File: src/rtl/cic_decim_pkg.sv
package cic_decim_pkg;

  // Integrator width: input plus worst-case growth of STAGES integrators over RATE samples
  function automatic int int_width(int in_w, int stages, int rate);
    return in_w + stages * $clog2(rate);
  endfunction

  // Input width of comb stage k; each earlier stage removed one LSB
  function automatic int comb_in_width(int acc_w, int k);
    return acc_w - k;
  endfunction

  // Final output width after all comb stages pruned one bit each
  function automatic int out_width(int in_w, int stages, int rate);
    return int_width(in_w, stages, rate) - stages;
  endfunction

endpackage

File: src/rtl/cic_integ_chain.sv
module cic_integ_chain #(
  parameter int IN_W   = 8,
  parameter int STAGES = 3,
  parameter int ACC_W  = 20
) (
  input  logic                    clk,
  input  logic                    rst,
  input  logic                    in_valid,
  input  logic signed [IN_W-1:0]  in_data,
  output logic signed [ACC_W-1:0] acc_last
);

  localparam int EXT_W = ACC_W - IN_W;

  for (genvar k = 0; k < STAGES; k++) begin : g_acc
    logic signed [ACC_W-1:0] addend;
    logic signed [ACC_W-1:0] acc_q;

    if (k == 0) begin : g_head
      assign addend = {{EXT_W{in_data[IN_W-1]}}, in_data};
    end else begin : g_tail
      // pipelined form: add the previous stage's registered value
      assign addend = g_acc[k-1].acc_q;
    end

    always_ff @(posedge clk) begin
      if (rst) begin
        acc_q <= '0;
      end else if (in_valid) begin
        acc_q <= acc_q + addend;  // wraps modulo 2^ACC_W by design
      end
    end
  end

  assign acc_last = g_acc[STAGES-1].acc_q;

endmodule

File: src/rtl/cic_decim_sel.sv
module cic_decim_sel #(
  parameter  int RATE  = 16,
  localparam int CNT_W = $clog2(RATE)
) (
  input  logic             clk,
  input  logic             rst,
  input  logic             in_valid,
  output logic [CNT_W-1:0] cnt,
  output logic             keep,
  output logic             keep_q
);

  localparam logic [CNT_W-1:0] LAST = CNT_W'(RATE - 1);

  assign keep = in_valid && (cnt == LAST);

  always_ff @(posedge clk) begin
    if (rst) begin
      cnt    <= '0;
      keep_q <= 1'b0;
    end else begin
      keep_q <= keep;
      if (in_valid) begin
        cnt <= keep ? '0 : cnt + CNT_W'(1);
      end
    end
  end

endmodule

File: src/rtl/cic_comb_stage.sv
module cic_comb_stage #(
  parameter int DW = 20
) (
  input  logic                 clk,
  input  logic                 rst,
  input  logic                 in_valid,
  input  logic signed [DW-1:0] din,
  output logic                 out_valid,
  output logic signed [DW-2:0] dout
);

  logic signed [DW-1:0] prev_q;
  logic signed [DW-1:0] diff;
  logic                 unused_lsb;

  assign diff       = din - prev_q;  // modulo 2^DW
  assign unused_lsb = diff[0];       // pruned bit

  always_ff @(posedge clk) begin
    if (rst) begin
      prev_q    <= '0;
      dout      <= '0;
      out_valid <= 1'b0;
    end else begin
      out_valid <= in_valid;
      if (in_valid) begin
        prev_q <= din;
        dout   <= diff[DW-1:1];
      end
    end
  end

endmodule

File: src/rtl/cic_decim.sv
module cic_decim
  import cic_decim_pkg::*;
#(
  parameter  int IN_W   = 8,
  parameter  int STAGES = 3,
  parameter  int RATE   = 16,
  localparam int INT_W  = int_width(IN_W, STAGES, RATE),
  localparam int OUT_W  = out_width(IN_W, STAGES, RATE)
) (
  input  logic                    clk,
  input  logic                    rst,
  input  logic                    in_valid,
  input  logic signed [IN_W-1:0]  in_data,
  output logic                    out_valid,
  output logic signed [OUT_W-1:0] out_data
);

  localparam int CNT_W = $clog2(RATE);

  // internal events, named for the checker
  logic signed [INT_W-1:0] int_last;
  logic [CNT_W-1:0]        sel_cnt;
  logic                    keep_evt;
  logic                    keep_q;

  cic_integ_chain #(
    .IN_W  (IN_W),
    .STAGES(STAGES),
    .ACC_W (INT_W)
  ) u_integ (
    .clk     (clk),
    .rst     (rst),
    .in_valid(in_valid),
    .in_data (in_data),
    .acc_last(int_last)
  );

  cic_decim_sel #(
    .RATE(RATE)
  ) u_sel (
    .clk     (clk),
    .rst     (rst),
    .in_valid(in_valid),
    .cnt     (sel_cnt),
    .keep    (keep_evt),
    .keep_q  (keep_q)
  );

  for (genvar k = 0; k < STAGES; k++) begin : g_comb
    localparam int CW = comb_in_width(INT_W, k);
    logic signed [CW-1:0] din;
    logic                 din_vld;
    logic signed [CW-2:0] dout;
    logic                 dout_vld;

    if (k == 0) begin : g_first
      assign din     = int_last;
      assign din_vld = keep_q;
    end else begin : g_next
      assign din     = g_comb[k-1].dout;
      assign din_vld = g_comb[k-1].dout_vld;
    end

    cic_comb_stage #(
      .DW(CW)
    ) u_stage (
      .clk      (clk),
      .rst      (rst),
      .in_valid (din_vld),
      .din      (din),
      .out_valid(dout_vld),
      .dout     (dout)
    );
  end

  assign out_data  = g_comb[STAGES-1].dout;
  assign out_valid = g_comb[STAGES-1].dout_vld;

endmodule

File: config.mk
export PLATFORM = sky130hd
export DESIGN_NAME = cic_decim
export DESIGN_NICKNAME = d
export VERILOG_FILES = /design/src/rtl/cic_decim_pkg.sv /design/src/rtl/cic_integ_chain.sv /design/src/rtl/cic_decim_sel.sv /design/src/rtl/cic_comb_stage.sv /design/src/rtl/cic_decim.sv
export SDC_FILE = /design/constraint.sdc
export NUM_CORES = 1
export LEC_CHECK = 0
export BUFFER_PORTS_ARGS = -buffer_cell sky130_fd_sc_hd__buf_4
export CAP_MARGIN = 25
export CORE_AREA = 2 2 161 163
export CTS_CLUSTER_DIAMETER = 60
export DETAILED_ROUTE_END_ITERATION = 7
export DIE_AREA = 0 0 163 165
export GPL_TIMING_DRIVEN = 0
export PLACE_DENSITY = 0.72
export SLEW_MARGIN = 5
export SYNTH_ARGS = -nofsm -noshare
export SYNTH_HDL_FRONTEND = slang
export SYNTH_SLANG_ARGS = --single-unit
File: constraint.sdc
create_clock -name clk -period 8.9 [get_ports clk]
set_input_delay 2.67 -clock clk [delete_from_list [all_inputs] [get_ports clk]]
set_output_delay 2.67 -clock clk [all_outputs]
set_load 0.01 [all_outputs]
# [Word level (Yosys, flattened, before mapping)]
# Index checks and enable logic that the tools add are counted.
[word_totals] regBits=179 input_bits=11 output_inout_bits=18
[classes] n_addsub=7 eq_ne=1 mux=1 reduce_logical=1
[ops] cell="$add A20 B20 Y20" n=2
[ops] cell="$add A20 B8 Y20" n=1
[ops] cell="$sub A20 B20 Y20" n=1
[ops] cell="$sub A19 B19 Y19" n=1
[ops] cell="$sub A18 B18 Y18" n=1
[ops] cell="$add A4 B1 Y4 const B" n=1
[ops] cell="$eq A4 B4 Y1 const B" n=1
[ops] cell="$mux W4" n=1
[ops] cell="$logic_and A1 B1 Y1" n=1

# [Longest topological paths before layout]
# Gate-level depths: netlist of run 1.
[logic_depth] ltp_word=3 depth_mapped=11 depth_no_buf=11

# [By module]
# From an unflattened synthesis of run 1, not the netlist that was laid out.
[hier_totals] hier_cells=1393 area_unflattened_um2=11895.2
[modules_own_cells] module="cic_integ_chain" instances=1 cells_per_inst=552 area_per_inst_um2=4685.7 seq_area_each_um2=1201.2
[modules_own_cells] module="cic_comb_stage at g_comb[0].u_stage" instances=1 cells_per_inst=294 area_per_inst_um2=2501.1 seq_area_each_um2=800.8
[modules_own_cells] module="cic_comb_stage at g_comb[1].u_stage" instances=1 cells_per_inst=273 area_per_inst_um2=2317.2 seq_area_each_um2=760.7
[modules_own_cells] module="cic_comb_stage at g_comb[2].u_stage" instances=1 cells_per_inst=252 area_per_inst_um2=2180.8 seq_area_each_um2=720.7
[modules_own_cells] module="cic_decim_sel" instances=1 cells_per_inst=22 area_per_inst_um2=210.2 seq_area_each_um2=100.1

# [Least setup slack after synthesis of run 1]
# Ideal clock, no wire load.
[synth_path] path_type="input-to-reg" from="input in_data[0]" to="register u_integ.g_acc[0].acc_q[16]" setup_ps=86 t_arrival_ps=4636 required_ps=8814 setup_slack_ps=4178 path_stages=11 path_buffers=0 cell_sequence="ha_1 fa_1 a21o_1 a21oi_1 o21ai_0 a31oi_1 o21ai_0 nand2b_1 a32oi_1 xnor2_1 a211oi_1"
[synth_between] elab_chain_len=1
[synth_rtl] element="start: declaration" line="cic_decim.sv:13" source="input logic signed [IN_W-1:0] in_data,"
[synth_rtl] element="$add A20 B8 Y20" line="cic_integ_chain.sv:30" source="acc_q <= acc_q + addend;"
[synth_rtl] element="end signal: assignment" line="cic_integ_chain.sv:30"
[synth_rtl] element="end: declaration" line="cic_integ_chain.sv:17" source="logic signed [ACC_W-1:0] acc_q;"
# Every way passes these cells.
# A chain may end at the register's enable or synchronous reset.

# [Final worst setup path of run 1]
# Same ends and word-level chain as after synthesis.

==> run_results.csv, run 1 <==
group,metric,value,unit
logic_synthesis,synthArstFlopShare,0,%
logic_synthesis,ys_seq_area_share,31.9,%
sta,tightest_slew,0.959,ns
drt,drt_iter0_markers,316,
floorplan,die_y,165,µm
global_routing,antenna_found_initial,0,
floorplan,fp.coreArea,25000,µm²
finish,final_cell_mix,"nor2_1, dfxtp_1, ha_1",
global_routing,grt_use_total,17.9,%
logic_synthesis,netlist_instances,1311,
power,cellPowerDensity,167,nW/µm²
floorplan,io_pins,29,
critical_path,end_kind,"flop",
critical_path,worstSetupPathType,"in -> reg",
finish,syn2layout_area_growth,10.8,%
sta,grt_setup_unrepaired,"no",
drt,routed_via_density,5.20,
placed_design,place.gp.congestion,0.901,
global_routing,grt_pass1_vias,8567,
clock_tree,cts_sinks,179,
critical_path,path_max_fanout,3,
finish,mostFrequentLayoutCell,"nor2_1",
power,p_leak,0.00513,µW
drt,antenna_left,0,
critical_path,required,9.18,ns
power,peakVddDrop,0.000125,V
logic_synthesis,yosys.cell_types.count,66,
sta,setup_viol,0,
logic_synthesis,synth.top_cell.area_share,31.9,%
logic_synthesis,synth_area_leaders,"dfxtp_1, ha_1, mux2i_1, nor2_1, xnor2_1",
sta,maxSlewViolCount,0,
drt,drc_errors,0,
critical_path,worstSetupStartpointType,"input pin",
sta,tns,0,ns
sta,post-route-min-period,4.77,ns
finish,utilization,49.6,%
drt,dr_total_vias,8841,
outcome,status,"completed",
finish,fillers,2351,
clock_tree,clk_latency,0.43,ns
logic_synthesis,synth_area,11200,µm²
global_routing,grt_max_degree,17,
job,maxCapViolCount,0,
hold_path,min_to,"g_comb[1].u_stage.dout[13]$_SDFFE_PP0P_",
hold_path,min_path_type,"reg -> reg",
clock_tree,cts_setup_buffers,0,
logic_synthesis,synth_edf_count,0,
logic_synthesis,yosysWarnings,0,
drt,first_pass_iters,5,
floorplan,fp.dieW,163,µm
sta,fmax,0.210,GHz
placed_design,hpwl,17.7,mm
finish,diodes,0,
sta,max_slew_margin,36.1,%
global_routing,grt_overflow,0,
finish,nets,1483,
sta,skew,0.0101,ns
clock_tree,root_buffer,"clkbuf_16",
clock_tree,post_cts_resized,0,
floorplan,row_count,58,
logic_synthesis,synth_nets,1437,
clock_tree,cts_buffer_depth,2,
logic_synthesis,syn_area_per_cell,8.56,µm²
hold_path,hold_depth,2,
critical_path,crit_arrival,5.05,ns
critical_path,r2r_start,"u_integ.acc_last[0]$_SDFFE_PP0P_",
floorplan,dieArea,26900,µm²
clock_tree,htree_levels,4,
placed_design,port-buffer-count,27,
logic_synthesis,ys.flop_type,"dfxtp_1",
sta,hold_viol_final,0,
power,total_power,2080,µW
global_routing,grt_first_pass_wirelength,39.2,mm
critical_path,r2r_end,"u_integ.acc_last[18]$_SDFFE_PP0P_",
clock_tree,cts_tree,"done",
critical_path,rr_worst_depth,11,
clock_tree,cts_buffers,17,
critical_path,r2r_slack,6.00,ns
drt,wire_per_inst,13.5,µm
hold_path,worstHoldStart,"g_comb[1].u_stage.dout[13]$_SDFFE_PP0P_",
clock_tree,clk_pin_slew,0.07,ns
clock_tree,hold_buffers,0,
logic_synthesis,ys_seq_elements,179,
floorplan,initial_core_util,44.8,%
sta,fin_crit_sh,53.5,%
logic_synthesis,yosysTopAreaCell,"dfxtp_1",
finish,drive_above_1_share,6.06,%
drt,totalWireLength,23.0,mm
[routing by layer]
metal  part of all wire (%)  vias up  routed length (µm)  global-route usage (%)
li1                       -     4703                   -                       -
met1                     46     4015               10700                    20.6
met2                     50       92               11500                    33.9
met3                    2.5       31                 568                    3.11
met4                    1.4        0                 323                    4.87
met5                      0        -                   0                       0
[sequential cells by signal, summed over array words and instances (netlist names)]
signal                    count
g_comb.u_stage.prev_q        57
u_sel.keep_q                  1
g_comb.u_stage.dout          54
u_sel.cnt                     4
u_integ.acc_last             20
g_comb.u_stage.out_valid      3
u_integ.g_acc.acc_q          40
[worst max path at each step]
stage               start                                       to  slack (ns)  depth (start not counted)
3_3_place_gp   in_data[0]  u_integ.g_acc[0].acc_q[16]$_SDFFE_PP0P_        3.67                         12
4_1_cts        in_data[0]  u_integ.g_acc[0].acc_q[16]$_SDFFE_PP0P_        4.11                         12
3_5_place_dp   in_data[0]  u_integ.g_acc[0].acc_q[16]$_SDFFE_PP0P_        3.65                         12
5_1_grt        in_data[0]  u_integ.g_acc[0].acc_q[16]$_SDFFE_PP0P_        3.94                         12
6_report       in_data[0]  u_integ.g_acc[0].acc_q[16]$_SDFFE_PP0P_        4.13                         12
2_1_floorplan  in_data[0]  u_integ.g_acc[0].acc_q[16]$_SDFFE_PP0P_        4.18                         11
[critical path, cell delays in order]
cell,delay (ns)
buf_4,0.11
ha_1,0.22
fa_1,0.41
a21o_1,0.17
a21oi_1,0.27
o21ai_0,0.14
a31oi_1,0.30
o21ai_0,0.19
nand2b_1,0.12
a32oi_1,0.11
xnor2_1,0.23
a211oi_1,0.10
[logic make-up (layout without fill, tap and decap cells)]
family / Yosys count / after routing / share of synthesized area, %
muxes: 111 / 111 / 9.94
xor gates and xnor gates: 96 / 96 / 7.50
buffers and inverters: 119 / 178 / 4.28
DFF: 179 / 179 / 31.9
adders and majority gates: 115 / 115 / 13.2
and+or+nand+nor: 358 / 358 / 13.7
AOI/OAI and AO/OA: 333 / 333 / 19.4
[cell type report]
cell class	count	area [µm²]	share of cell area [%]
clock buffer	18	439	3.53
buffer	43	195	1.57
tap	330	413	3.32
multi-input combinational	1013	7150	57.6
timing repair buffer	27	203	1.63
inverter	76	285	2.30
sequential	179	3580	28.8
clock inverter	14	154	1.24
[where the power goes]
part	total, µW	leakage [µW]	internal [µW]	switching, µW
Combinational	458	0.00339	204	254
Sequential	874	0.00145	837	37.2
Clock	749	0.000283	424	325
[per-stage QoR]
stage          setup slack, ns  cells  hold slack, ns  cell area (µm²)
2_1_floorplan             4.18   1311           0.446            11200
3_3_place_gp              3.67   1668           0.460            11800
3_5_place_dp              3.65   1668           0.469            11800
4_1_cts                   4.11   1700           0.487            12400
5_1_grt                   3.94   1700           0.503            12400
6_report                  4.13   1700           0.485            12400
[synth_stat cells (3+ instances only)]
cell type,number
a31o_2,3
o21bai_1,19
buf_6,3
o21ai_1,17
and3_1,8
a311oi_1,4
a21o_1,43
and2_1,4
a211oi_1,28
ha_1,109
dfxtp_1,179
inv_1,76
nand4_1,7
o21ai_0,65
buf_1,9
o211ai_2,4
a22o_1,3
clkbuf_1,30
nor2_1,200
xnor2_1,66
nor2b_1,13
a21o_2,3
a21boi_0,3
a31oi_1,11
xor2_1,30
a21boi_1,4
nand2_1,77
nor3_1,11
or3_1,5
nand3_1,12
o211ai_1,7
nand2b_1,9
o21a_1,14
a21oi_1,83
fa_1,6
mux2i_1,108
Note: power is estimated with default switching activity, not from simulation.
==> run 2, diff against run 1 <==
Settings changed: ABC_AREA from default to 1, CORE_AREA 2 2 161 163 to 2 2 174 176, DIE_AREA 0 0 163 165 to 0 0 176 178, PLACE_DENSITY 0.72 to 0.74.
Clock period 8.9 ns to 4.3 ns, I/O delays scaled along.
==> run_results.csv, run 2 <==
group,metric,value,unit
critical_path,crit_arrival,2.96,ns
critical_path,crit_slowest_cell,"fa_1",
global_routing,grt_pass1_vias,12600,
finish,final_area,14400,µm²
clock_tree,clk_pin_slew,0.08,ns
floorplan,fp.coreArea,29400,µm²
drt,routed_via_density,5.04,
clock_tree,htree_levels,4,
logic_synthesis,syn_area_per_cell,6.19,µm²
clock_tree,cts_tree,"done",
finish,drive_above_1_share,5.23,%
logic_synthesis,synth.top_cell.area_share,27.3,%
outcome,status,"completed",
sta,skew,0.0148,ns
logic_synthesis,ys_seq_area_share,27.3,%
global_routing,grt_overflow,0,
power,intPower,2950,µW
critical_path,cp_top_family,"adder cells",
critical_path,path_max_fanout,4,
power,p_leak,0.00769,µW
drt,wire_per_inst,14.0,µm
sta,grt_setup_unrepaired,"no",
finish,largest_reg_flops,57,
clock_tree,clk_latency,0.44,ns
floorplan,die_y,178,µm
global_routing,grt_first_pass_wirelength,59.9,mm
hold_path,min_path_type,"reg -> reg",
finish,largestRegisters,"g_comb.u_stage.prev_q: 57 flops, g_comb.u_stage.dout: 54 flops, u_integ.g_acc.acc_q: 40 flops",
sta,setup_viol,0,
global_routing,grt_max_degree,20,
clock_tree,hold_buffers,0,
logic_synthesis,yosysTopAreaCell,"dfxtp_1",
logic_synthesis,synthArstFlopShare,0,%
critical_path,worstSetupStartpointType,"input pin",
placed_design,dpl_cell_area,13800,µm²
logic_synthesis,ys.flop_type,"dfxtp_1",
critical_path,required,4.63,ns
sta,fmax,0.380,GHz
finish,mostFrequentLayoutCell,"nand2_1",
floorplan,io_pins,29,
logic_synthesis,netlist_instances,2120,
floorplan,row_count,63,
global_routing,grt_use_total,23.7,%
sta,post-route-min-period,2.63,ns
clock_tree,post_cts_resized,0,
critical_path,path_cells,"buf_4 -> ha_1 -> fa_1 -> nand3_1 -> nand3_1 -> nand2_1 -> nand2_1 -> xor2_1 -> o21ai_0 -> inv_1",
drt,drc_errors,0,
logic_synthesis,synth_area,13100,µm²
logic_synthesis,ys_top_cells_by_count,"nand2_1, inv_1, nor2_1, a21oi_1, dfxtp_1",
critical_path,cp.buffers_inverters,2,
power,swShare,34.6,%
clock_tree,cts_buffer_depth,2,
sta,tightest_slew,0.988,ns
power,combPwrFrac,24.3,%
power,peakVddDrop,0.000265,V
placed_design,port-buffer-count,28,
clock_tree,cts_buffers,17,
drt,totalWireLength,36.0,mm
logic_synthesis,yosysWarnings,0,
sta,tns,0,ns
finish,nets,2293,
power,cellPowerDensity,313,nW/µm²
logic_synthesis,synth_nets,2246,
critical_path,worstSetupPathType,"in -> reg",
finish,fillers,3030,
floorplan,initial_core_util,44.6,%
drt,drt_iter0_markers,730,
job,maxCapViolCount,0,
finish,diodes,0,
placed_design,hpwl,28.6,mm
logic_synthesis,ys_seq_elements,179,
placed_design,place.gp.congestion,0.941,
logic_synthesis,synth_edf_count,0,
critical_path,max_stage_delay,0.47,ns
drt,first_pass_iters,6,
sta,fin_crit_sh,61.1,%
drt,dr_total_vias,12900,
logic_synthesis,synth_area_leaders,"dfxtp_1, nand2_1, ha_1, inv_1, nor2_1",
drt,antenna_left,0,
floorplan,dieArea,31300,µm²
logic_synthesis,synth.most_common_cell,"nand2_1",
power,seqPwrFrac,39.9,%
power,power_frac_clock,35.8,%
logic_synthesis,yosys.cell_types.count,38,
sta,hold_viol_final,0,
sta,maxSlewViolCount,0,
global_routing,antenna_found_initial,0,
finish,syn2layout_area_growth,9.95,%
critical_path,end_kind,"flop",
finish,top_register,"g_comb.u_stage.prev_q",
clock_tree,cts_setup_buffers,0,
finish,final_cell_mix,"nand2_1, inv_1, nor2_1",
power,power_switching,1560,µW
clock_tree,cts_sinks,179,
floorplan,fp.dieW,176,µm
sta,max_slew_margin,34.1,%
clock_tree,root_buffer,"clkbuf_16",
run 2: cell types whose count changed after synthesis, sizes merged, moves of 52 or more:
cell | previous run | this run
a21oi | 83 | 191
mux2i | 108 | 0
nand3 | 12 | 148
nor2 | 200 | 291
o21ai | 82 | 158
xnor2 | 66 | 14
nand2 | 77 | 511
inv | 76 | 363
run 2: layout make-up:
| cell class | count | area (µm²) | area share [%] |
|---|---|---|---|
| buffer | 54 | 228 | 1.58 |
| clock buffer | 18 | 429 | 2.98 |
| clock inverter | 14 | 178 | 1.23 |
| inverter | 365 | 1370 | 9.51 |
| multi-input combinational | 1522 | 7940 | 55.0 |
| sequential | 179 | 3580 | 24.8 |
| tap | 390 | 488 | 3.38 |
| timing repair buffer | 28 | 210 | 1.46 |
run 2: power groups by stage:
stage / Sequential, µW / Combinational [µW] / Clock (µW)
3_3_place_gp: 1830 / 1060 / 0
4_1_cts: 1800 / 1090 / 1640
3_5_place_dp: 1840 / 1090 / 0
5_1_grt: 1800 / 1260 / 1720
6_report: 1800 / 1100 / 1620
2_1_floorplan: 1800 / 857 / 0
run 2: logic make-up (layout without fill, tap and decap cells):
logic type,Yosys count,after routing,share of synthesized area [%]
xor gates and xnor gates,56,56,3.74
buffers and inverters,419,479,12.2
and+or+nand+nor,988,988,31.1
adders and majority gates,115,115,11.3
AOI/OAI and AO/OA,363,363,14.3
DFF,179,179,27.3
run 2: routing by layer:
layer | GRT usage (%) | vias to the layer above | wire length, µm
li1 | - | 6774 | -
met3 | 2.60 | 60 | 1260
met2 | 45.0 | 256 | 18000
met5 | 0 | - | 0
met4 | 8.13 | 0 | 929
met1 | 27.6 | 5859 | 15800
run 2: final timing paths:
| path | startpoint | to | slack, ns | cells past startpoint |
|---|---|---|---|---|
| worst min-delay path | g_comb[1].u_stage.prev_q[0]$_SDFFE_PP0P_ | g_comb[1].u_stage.prev_q[0]$_SDFFE_PP0P_ | 0.46 | 2 |
| worst max-delay path | in_data[0] | u_integ.g_acc[0].acc_q[8]$_SDFFE_PP0P_ | 1.67 | 10 |
| worst min register to register | g_comb[1].u_stage.prev_q[0]$_SDFFE_PP0P_ | g_comb[1].u_stage.prev_q[0]$_SDFFE_PP0P_ | 0.46 | 2 |
| worst max register to register | g_comb[0].u_stage.dout[0]$_SDFFE_PP0P_ | g_comb[1].u_stage.dout[15]$_SDFFE_PP0P_ | 2.12 | 13 |
run 2: metrics by stage:
stage / std cells / utilization [%] / hold slack (ns) / total power [µW] / setup WS [ns]
6_report: 2570 / 49.1 / 0.457 / 4510 / 1.67
5_1_grt: 2570 / 49.1 / 0.481 / 4780 / 1.48
4_1_cts: 2570 / 49.1 / 0.460 / 4530 / 1.66
3_5_place_dp: 2538 / 47.0 / 0.449 / 2920 / 1.21
3_3_place_gp: 2538 / 47.0 / 0.445 / 2900 / 1.25
2_1_floorplan: 2120 / - / 0.434 / 2660 / 1.63
run 2: worst register-to-register path, stage by stage, from the launching register on:
cell     delay (ns)
dfxtp_1        0.35
nor2_1         0.20
inv_1          0.12
fa_1           0.47
nand3_1        0.11
nand3_1        0.11
nand2_1        0.09
nand2_1        0.12
nand2_1        0.12
nand2_1        0.05
nand2_1        0.05
nand3_1        0.14
nand2_1        0.11
inv_1          0.04
